### src/rtl/rseq_pkg.sv
package rseq_pkg;
   // width of one entry in a group map parameter
   localparam int MAP_FIELD_W = 8;

   typedef enum logic [2:0] {
      ST_IDLE,
      ST_ARM,
      ST_WAIT,
      ST_DONE,
      ST_OFF,
      ST_DIS,
      ST_HALT
   } seq_state_e;
endpackage

### src/rtl/rseq_pg_eval.sv
module rseq_pg_eval
   import rseq_pkg::*;
#(
   parameter int NUM_GROUPS = 4,
   parameter int NUM_PG     = 8,
   parameter logic [NUM_PG*MAP_FIELD_W-1:0] PG_MAP = '0
) (
   input  logic [NUM_PG-1:0]     pg_i,
   output logic [NUM_GROUPS-1:0] grp_ok_o
);
   localparam int W = MAP_FIELD_W;

   for (genvar i = 0; i < NUM_PG; i++) begin : g_map_chk
      if (int'(PG_MAP[i*W +: W]) >= NUM_GROUPS) begin : g_bad
         $error("power-good map entry names a group that does not exist");
      end
   end

   // a group with no monitored line reads as good
   for (genvar g = 0; g < NUM_GROUPS; g++) begin : g_grp
      logic ok;
      always_comb begin
         ok = 1'b1;
         for (int i = 0; i < NUM_PG; i++) begin
            if (int'(PG_MAP[i*W +: W]) == g && !pg_i[i]) ok = 1'b0;
         end
      end
      assign grp_ok_o[g] = ok;
   end
endmodule

### src/rtl/rseq_timer.sv
module rseq_timer #(
   parameter int TIMEOUT_CYC = 1_250_000
) (
   input  logic clk_i,
   input  logic rst_ni,
   input  logic clr_i,
   input  logic run_i,
   output logic expired_o
);
   localparam int CW = (TIMEOUT_CYC > 2) ? $clog2(TIMEOUT_CYC) : 1;
   localparam logic [CW-1:0] LIM = CW'(TIMEOUT_CYC - 1);

   if (TIMEOUT_CYC < 2) begin : g_bad
      $error("TIMEOUT_CYC must be at least 2");
   end

   logic [CW-1:0] cnt_q;

   always_ff @(posedge clk_i or negedge rst_ni) begin
      if (!rst_ni)                   cnt_q <= '0;
      else if (clr_i)                cnt_q <= '0;
      else if (run_i && cnt_q != LIM) cnt_q <= cnt_q + CW'(1);
   end

   assign expired_o = run_i && (cnt_q == LIM);

   // the count never passes the limit
   a_r7_cnt_bound: assert property (@(posedge clk_i) disable iff (!rst_ni)
      cnt_q <= LIM) else $error("R7 timer count beyond limit");
endmodule

### src/rtl/rseq_rail_map.sv
module rseq_rail_map
   import rseq_pkg::*;
#(
   parameter int NUM_GROUPS = 4,
   parameter int NUM_RAILS  = 9,
   parameter logic [NUM_RAILS*MAP_FIELD_W-1:0] RAIL_MAP = '0
) (
   input  logic [NUM_GROUPS-1:0] grp_on_i,
   output logic [NUM_RAILS-1:0]  rail_en_o
);
   localparam int W = MAP_FIELD_W;

   for (genvar i = 0; i < NUM_RAILS; i++) begin : g_rail
      localparam int G = int'(RAIL_MAP[i*W +: W]);
      if (G >= NUM_GROUPS) begin : g_bad
         $error("rail map entry names a group that does not exist");
      end else begin : g_ok
         assign rail_en_o[i] = grp_on_i[G];
      end
   end
endmodule

### src/rtl/rseq_ctrl.sv
module rseq_ctrl
   import rseq_pkg::*;
#(
   parameter int NUM_GROUPS = 4
) (
   input  logic                  clk_i,
   input  logic                  rst_ni,
   input  logic                  start_i,
   input  logic [NUM_GROUPS-1:0] grp_ok_i,
   input  logic                  tmo_i,
   output logic [NUM_GROUPS-1:0] grp_on_o,
   output logic [NUM_GROUPS-1:0] dis_o,
   output logic                  fault_o,
   output logic                  all_good_o,
   output logic                  tmr_clr_o,
   output logic                  tmr_run_o
);
   localparam int GW = (NUM_GROUPS > 2) ? $clog2(NUM_GROUPS) : 1;
   localparam logic [GW-1:0] LAST = GW'(NUM_GROUPS - 1);

   if (NUM_GROUPS < 2) begin : g_bad
      $error("NUM_GROUPS must be at least 2");
   end

   seq_state_e            state_q;
   logic [GW-1:0]         idx_q, nxt;
   logic [NUM_GROUPS-1:0] on_q, dis_q;
   logic                  err_q, lower_ok;

   assign nxt = idx_q + GW'(1);

   // every group below the current one still good
   always_comb begin
      lower_ok = 1'b1;
      for (int j = 0; j < NUM_GROUPS; j++) begin
         if (j < int'(idx_q) && !grp_ok_i[j]) lower_ok = 1'b0;
      end
   end

   always_ff @(posedge clk_i or negedge rst_ni) begin
      if (!rst_ni) begin
         state_q <= ST_IDLE;
         idx_q   <= '0;
         on_q    <= '0;
         dis_q   <= '1;
         err_q   <= 1'b0;
      end else begin
         case (state_q)
            ST_IDLE: if (start_i) begin
               dis_q[0] <= 1'b0;
               idx_q    <= '0;
               state_q  <= ST_ARM;
            end
            ST_ARM: begin
               on_q[idx_q] <= 1'b1;
               state_q     <= ST_WAIT;
            end
            ST_WAIT: begin
               if (!lower_ok) begin
                  err_q   <= 1'b1;
                  state_q <= ST_OFF;
               end else if (!start_i) begin
                  state_q <= ST_OFF;
               end else if (grp_ok_i[idx_q]) begin
                  if (idx_q == LAST) state_q <= ST_DONE;
                  else begin
                     idx_q      <= nxt;
                     dis_q[nxt] <= 1'b0;
                     state_q    <= ST_ARM;
                  end
               end else if (tmo_i) begin
                  err_q   <= 1'b1;
                  state_q <= ST_OFF;
               end
            end
            ST_DONE: begin
               if (!(&grp_ok_i)) begin
                  err_q   <= 1'b1;
                  state_q <= ST_OFF;
               end else if (!start_i) begin
                  state_q <= ST_OFF;
               end
            end
            ST_OFF: begin
               on_q[idx_q] <= 1'b0;
               state_q     <= ST_DIS;
            end
            ST_DIS: begin
               dis_q[idx_q] <= 1'b1;
               if (idx_q == '0) state_q <= err_q ? ST_HALT : ST_IDLE;
               else begin
                  idx_q   <= idx_q - GW'(1);
                  state_q <= ST_OFF;
               end
            end
            ST_HALT: ;
            default: state_q <= ST_HALT;
         endcase
      end
   end

   assign grp_on_o   = on_q;
   assign dis_o      = dis_q;
   assign fault_o    = err_q;
   assign all_good_o = (state_q == ST_DONE);
   assign tmr_clr_o  = (state_q == ST_ARM);
   assign tmr_run_o  = (state_q == ST_WAIT);

   for (genvar g = 0; g < NUM_GROUPS; g++) begin : g_chk
      // enable and discharge of a group never overlap
      a_r4_no_overlap: assert property (@(posedge clk_i) disable iff (!rst_ni)
         on_q[g] |-> !dis_q[g]) else $error("R4 enable with discharge");
      // discharge release is followed by the enable one cycle later
      a_r4_release_lead: assert property (@(posedge clk_i) disable iff (!rst_ni)
         $fell(dis_q[g]) |=> on_q[g]) else $error("R4 enable did not follow release");
      // discharge follows the removal of enables by one cycle
      a_r9_dis_after_off: assert property (@(posedge clk_i) disable iff (!rst_ni)
         $fell(on_q[g]) |=> dis_q[g]) else $error("R9 discharge late");
      if (g > 0) begin : g_ord
         // a group is on only while the one below it is on
         a_r3_chain: assert property (@(posedge clk_i) disable iff (!rst_ni)
            on_q[g] |-> on_q[g-1]) else $error("R3 group order broken");
         // enable follows a good reading of the group below
         a_r3_gated: assert property (@(posedge clk_i) disable iff (!rst_ni)
            $rose(on_q[g]) |-> $past(grp_ok_i[g-1], 2)) else $error("R3 enable not gated");
      end
   end

   // fault never clears without reset
   a_r11_sticky: assert property (@(posedge clk_i) disable iff (!rst_ni)
      err_q |=> err_q) else $error("R11 fault cleared");
   // all-good only with every group on
   a_r12_good_all_on: assert property (@(posedge clk_i) disable iff (!rst_ni)
      all_good_o |-> &on_q) else $error("R12 all-good with group off");
endmodule

### src/rtl/rail_sequencer.sv
module rail_sequencer
   import rseq_pkg::*;
#(
   parameter int NUM_GROUPS  = 4,
   parameter int NUM_RAILS   = 9,
   parameter int NUM_PG      = 8,
   parameter logic [NUM_RAILS*MAP_FIELD_W-1:0] RAIL_GROUP_MAP =
      {8'd3, 8'd3, 8'd3, 8'd3, 8'd3, 8'd3, 8'd2, 8'd1, 8'd0},
   parameter logic [NUM_PG*MAP_FIELD_W-1:0] PG_GROUP_MAP =
      {8'd3, 8'd3, 8'd3, 8'd3, 8'd3, 8'd2, 8'd1, 8'd0},
   parameter int TIMEOUT_CYC = 1_250_000
) (
   input  logic                  clk_i,
   input  logic                  rst_ni,
   input  logic                  start_i,
   input  logic [NUM_PG-1:0]     pg_i,
   output logic [NUM_RAILS-1:0]  rail_en_o,
   output logic [NUM_GROUPS-1:0] dischg_o,
   output logic                  fault_o,
   output logic                  all_good_o
);
   logic [NUM_GROUPS-1:0] grp_ok, grp_on;
   logic                  tmo, tmr_clr, tmr_run;

   rseq_pg_eval #(
      .NUM_GROUPS(NUM_GROUPS), .NUM_PG(NUM_PG), .PG_MAP(PG_GROUP_MAP)
   ) u_pg (
      .pg_i(pg_i), .grp_ok_o(grp_ok)
   );

   rseq_timer #(.TIMEOUT_CYC(TIMEOUT_CYC)) u_tmr (
      .clk_i(clk_i), .rst_ni(rst_ni), .clr_i(tmr_clr), .run_i(tmr_run),
      .expired_o(tmo)
   );

   rseq_ctrl #(.NUM_GROUPS(NUM_GROUPS)) u_ctrl (
      .clk_i(clk_i), .rst_ni(rst_ni), .start_i(start_i), .grp_ok_i(grp_ok),
      .tmo_i(tmo), .grp_on_o(grp_on), .dis_o(dischg_o), .fault_o(fault_o),
      .all_good_o(all_good_o), .tmr_clr_o(tmr_clr), .tmr_run_o(tmr_run)
   );

   rseq_rail_map #(
      .NUM_GROUPS(NUM_GROUPS), .NUM_RAILS(NUM_RAILS), .RAIL_MAP(RAIL_GROUP_MAP)
   ) u_map (
      .grp_on_i(grp_on), .rail_en_o(rail_en_o)
   );
endmodule

### config.mk
export PLATFORM = sky130hd
export DESIGN_NAME = rail_sequencer
export DESIGN_NICKNAME = d
export VERILOG_FILES = /design/src/rtl/rseq_pkg.sv /design/src/rtl/rseq_pg_eval.sv /design/src/rtl/rseq_timer.sv /design/src/rtl/rseq_rail_map.sv /design/src/rtl/rseq_ctrl.sv /design/src/rtl/rail_sequencer.sv
export SDC_FILE = /design/constraint.sdc
export NUM_CORES = 1
export LEC_CHECK = 0
export ABC_AREA = 0
export BUFFER_PORTS_ARGS = -buffer_cell sky130_fd_sc_hd__clkbuf_2
export CAP_MARGIN = 15
export CORE_MARGIN = 4
export CORE_UTILIZATION = 53
export DETAILED_ROUTE_END_ITERATION = 7
export PLACE_DENSITY = 0.74
export SYNTH_ARGS = -nofsm -noshare
export SYNTH_HDL_FRONTEND = slang
export SYNTH_SLANG_ARGS = --single-unit
### constraint.sdc
create_clock -name clk_i -period 4.47 [get_ports clk_i]
set_input_delay 0.894 -clock clk_i [delete_from_list [all_inputs] [get_ports clk_i]]
set_output_delay 0.894 -clock clk_i [all_outputs]
set_load 0.01 [all_outputs]
==> results by group <==
Synth
  – #FFs+latches synth: 35
  – Register area share after synthesis: 0.423
  – Syn Nets: 252
  – Mean post-synth cell area: 8.87 µm²
  – Synth warn: 0
  – EDFF count, synth: 0
  – Distinct cells, synth: 48
  – FFs w/ async S/R, synth: 1.00
  – Synth Cell Area: 2080 µm²
  – Top FF cell, synth: dfrtp_1
  – Post-synthesis cell count: 235

Power and ir drop
  – PwrDens: 243 nW/µm²
  – Pleak: 0.00101 µW
  – Sw Ratio: 0.216
  – VDD IR max: 0.206 mV
  – Clock power frac: 0.394
  – Sequential power share: 0.576
  – Pint: 431 µW
  – Comb power frac: 0.030
  – Sw Pwr: 119 µW

Routing
  – Drt drc: 0
  – Total vias in the final route: 1759
  – Routed WL: 4330 µm
  – Antenna violation net count after detailed routing: 0
  – Via density: 5.86
  – DR WL/cell: 14.4 µm
  – Initial DRT Pass Iterations: 4
  – DRT iter0 DRCs: 136

Clock tree
  – Clock Latency Late Sink: 280 ps
  – H-tree Lvls: 2
  – Setup bufs post-CTS: 0
  – Root Driver: clkbuf_8
  – Hold buffer count at cts: 0
  – Clk slew on worst S/H paths: 70 ps
  – CTS Buf Count: 5
  – CTS tree: yes
  – Clock Path Buffers: 2
  – PostCTS Resize Cnt: 0
  – Clock sink count: 35

STA
  – Unrepaired setup endpoints after global routing: no
  – Least-Margin Pin Slew: 844 ps
  – Tcrit/Tclk final: 0.537
  – Slew HR: 0.437
  – PnR worst setup slack: 2070 ps
  – Fmax achieved: 417 MHz
  – Slew Limit Fails: 0
  – Final hold violations: 0
  – Clk_skew: 5.55 ps
  – Final setup TNS: 0 ps
  – Fin crit period: 2400 ps
  – Setup violators final: 0

Place
  – Detailed placer's ending HPWL: 3000 µm
  – Placed instance area: 2190 µm²
  – Setup WS pre-CTS: 2170 ps
  – IO Port Bufs: 25
  – Final Wtd Congestion: 0.817
  – Cell count after placement: 292

Setup path
  – Kind of critical path: reg2out
  – Worst-path maximum fanout: 25
  – CP Launch Type: flop
  – R2r worst-path depth: 7
  – Worst-path cell chain: and2_1 -> clkbuf_2
  – Crit. End Element: primary output
  – Worst path slowest cell: dfrtp_1
  – WP data arrival: 1500 ps
  – WP data required: 3580 ps
  – Critical Path Max Stage Delay: 840 ps

Die
  – Num rows: 22
  – Core Box Area: 3740 µm²
  – IO Count: 26
  – Die area: 5000 µm²
  – Die H: 70.7 µm
  – Die Wd: 70.7 µm
  – Initial Utilization: 0.557

Global routing
  – Initial antenna violation count: 0
  – Vias in the first global route: 1664
  – Total GRT Usage: 0.189
  – Total gr overflow: 0
  – First-pass GRT wire length: 7750 µm
  – Pin count of the biggest net entering global routing: 36

Cells and area
  – Design area: 2270 µm²
  – Post-Layout Cell Count: 300
  – Most frequent cells in the layout: 31 x nor2_1, 31 x dfrtp_1, 25 x clkbuf_2
  – Area growth, synth to finish: 8.76%
  – Nets: 268
  – Inserted Diodes: 0
  – Area of the multi-input gates: 1090 µm²
  – Reg area: 881 µm²
  – # fillers: 369
  – Layout cell share with drive strength beyond 1: 0.175

Outcome
  – Status: finished, final reports clean

Min path
  – Hold crit path type: reg2reg
  – Hold path depth: 2

Flow run
  – Max cap viols: 0
==> layer usage <==
layer / GRT usage / part of all wire / wire [µm] / vias to the layer above
li1: - / - / - / 866
met1: 0.290 / 0.50 / 2180 / 844
met2: 0.273 / 0.44 / 1900 / 45
met3: 0.0384 / 0.051 / 222 / 4
met4: 0.0459 / 0.0074 / 32 / 0
met5: 0 / 0 / 0 / -
==> synth_stat cells (5+ instances only) <==
library cell,instances,share of area
or3_1,5,0.015
buf_4,5,0.018
a21oi_1,18,0.043
xor2_1,11,0.046
dfrtp_1,31,0.37
o21ai_0,7,0.017
inv_1,8,0.014
and3_1,5,0.015
clkbuf_1,7,0.013
nand4_1,8,0.024
nor2_1,31,0.056
nand3_1,9,0.022
nand2_1,22,0.040
ha_1,6,0.036
==> layout make-up <==
class	instances	area share
inverters	9	0.0149
well taps	48	0.0265
clock inverters	1	0.00221
multi-input cells	175	0.479
clock buffers	7	0.0337
flip-flops and latches	35	0.389
repair buffers	25	0.0552
==> worst paths after layout <==
path / startpoint / end / slack, ps
min in group asynchronous: rst_ni / u_tmr.cnt_q[12]$_DFFE_PN0P_ / 710
setup reg to reg: u_ctrl.idx_q[0]$_DFFE_PN0P_ / u_ctrl.idx_q[0]$_DFFE_PN0P_ / 2170
setup / recovery: u_ctrl.state_q[0]$_DFFE_PN0P_ / all_good_o / 2070
max in group asynchronous: rst_ni / u_ctrl.state_q[0]$_DFFE_PN0P_ / 3230
hold / removal: flop / flop / 490
hold reg to reg: flop / flop / 490
==> power groups by stage <==
| stage | clock [µW] | sequential, µW | combinational [µW] |
|---|---|---|---|
| 4_1_cts | 223 | 317 | 17.3 |
| 5_1_grt | 239 | 317 | 19.3 |
| 3_5_place_dp | 0 | 323 | 17.3 |
| 6_report | 217 | 317 | 16.6 |
| 3_3_place_gp | 0 | 323 | 16.9 |
| 2_1_floorplan | 0 | 323 | 5.37 |
==> stage by stage <==
| step | util | hold slack [ps] | power, µW |
|---|---|---|---|
| after global placement | 0.584 | 474 | 340 |
| after detailed placement | 0.584 | 476 | 340 |
| final | 0.606 | 494 | 550 |
| after CTS | 0.606 | 500 | 557 |
| after global routing | 0.606 | 545 | 575 |
| after floorplan | - | 461 | 328 |
==> critical path, delay by kind of cell (launching register included) <==
family	cells	cell delay (ps)
buffers and inverters	1	140
DFF	1	840
and+or+nand+nor	1	250
==> cell families after synthesis <==
| kind of cell | share of synthesized area |
|---|---|
| flops | 0.423 |
| fa+ha+maj | 0.0360 |
| xor+xnor | 0.0630 |
| simple gates | 0.253 |
| compound gates | 0.158 |
| buf+inv | 0.0564 |
| mux | 0.0102 |
Note: power is estimated with default switching activity, not from simulation.
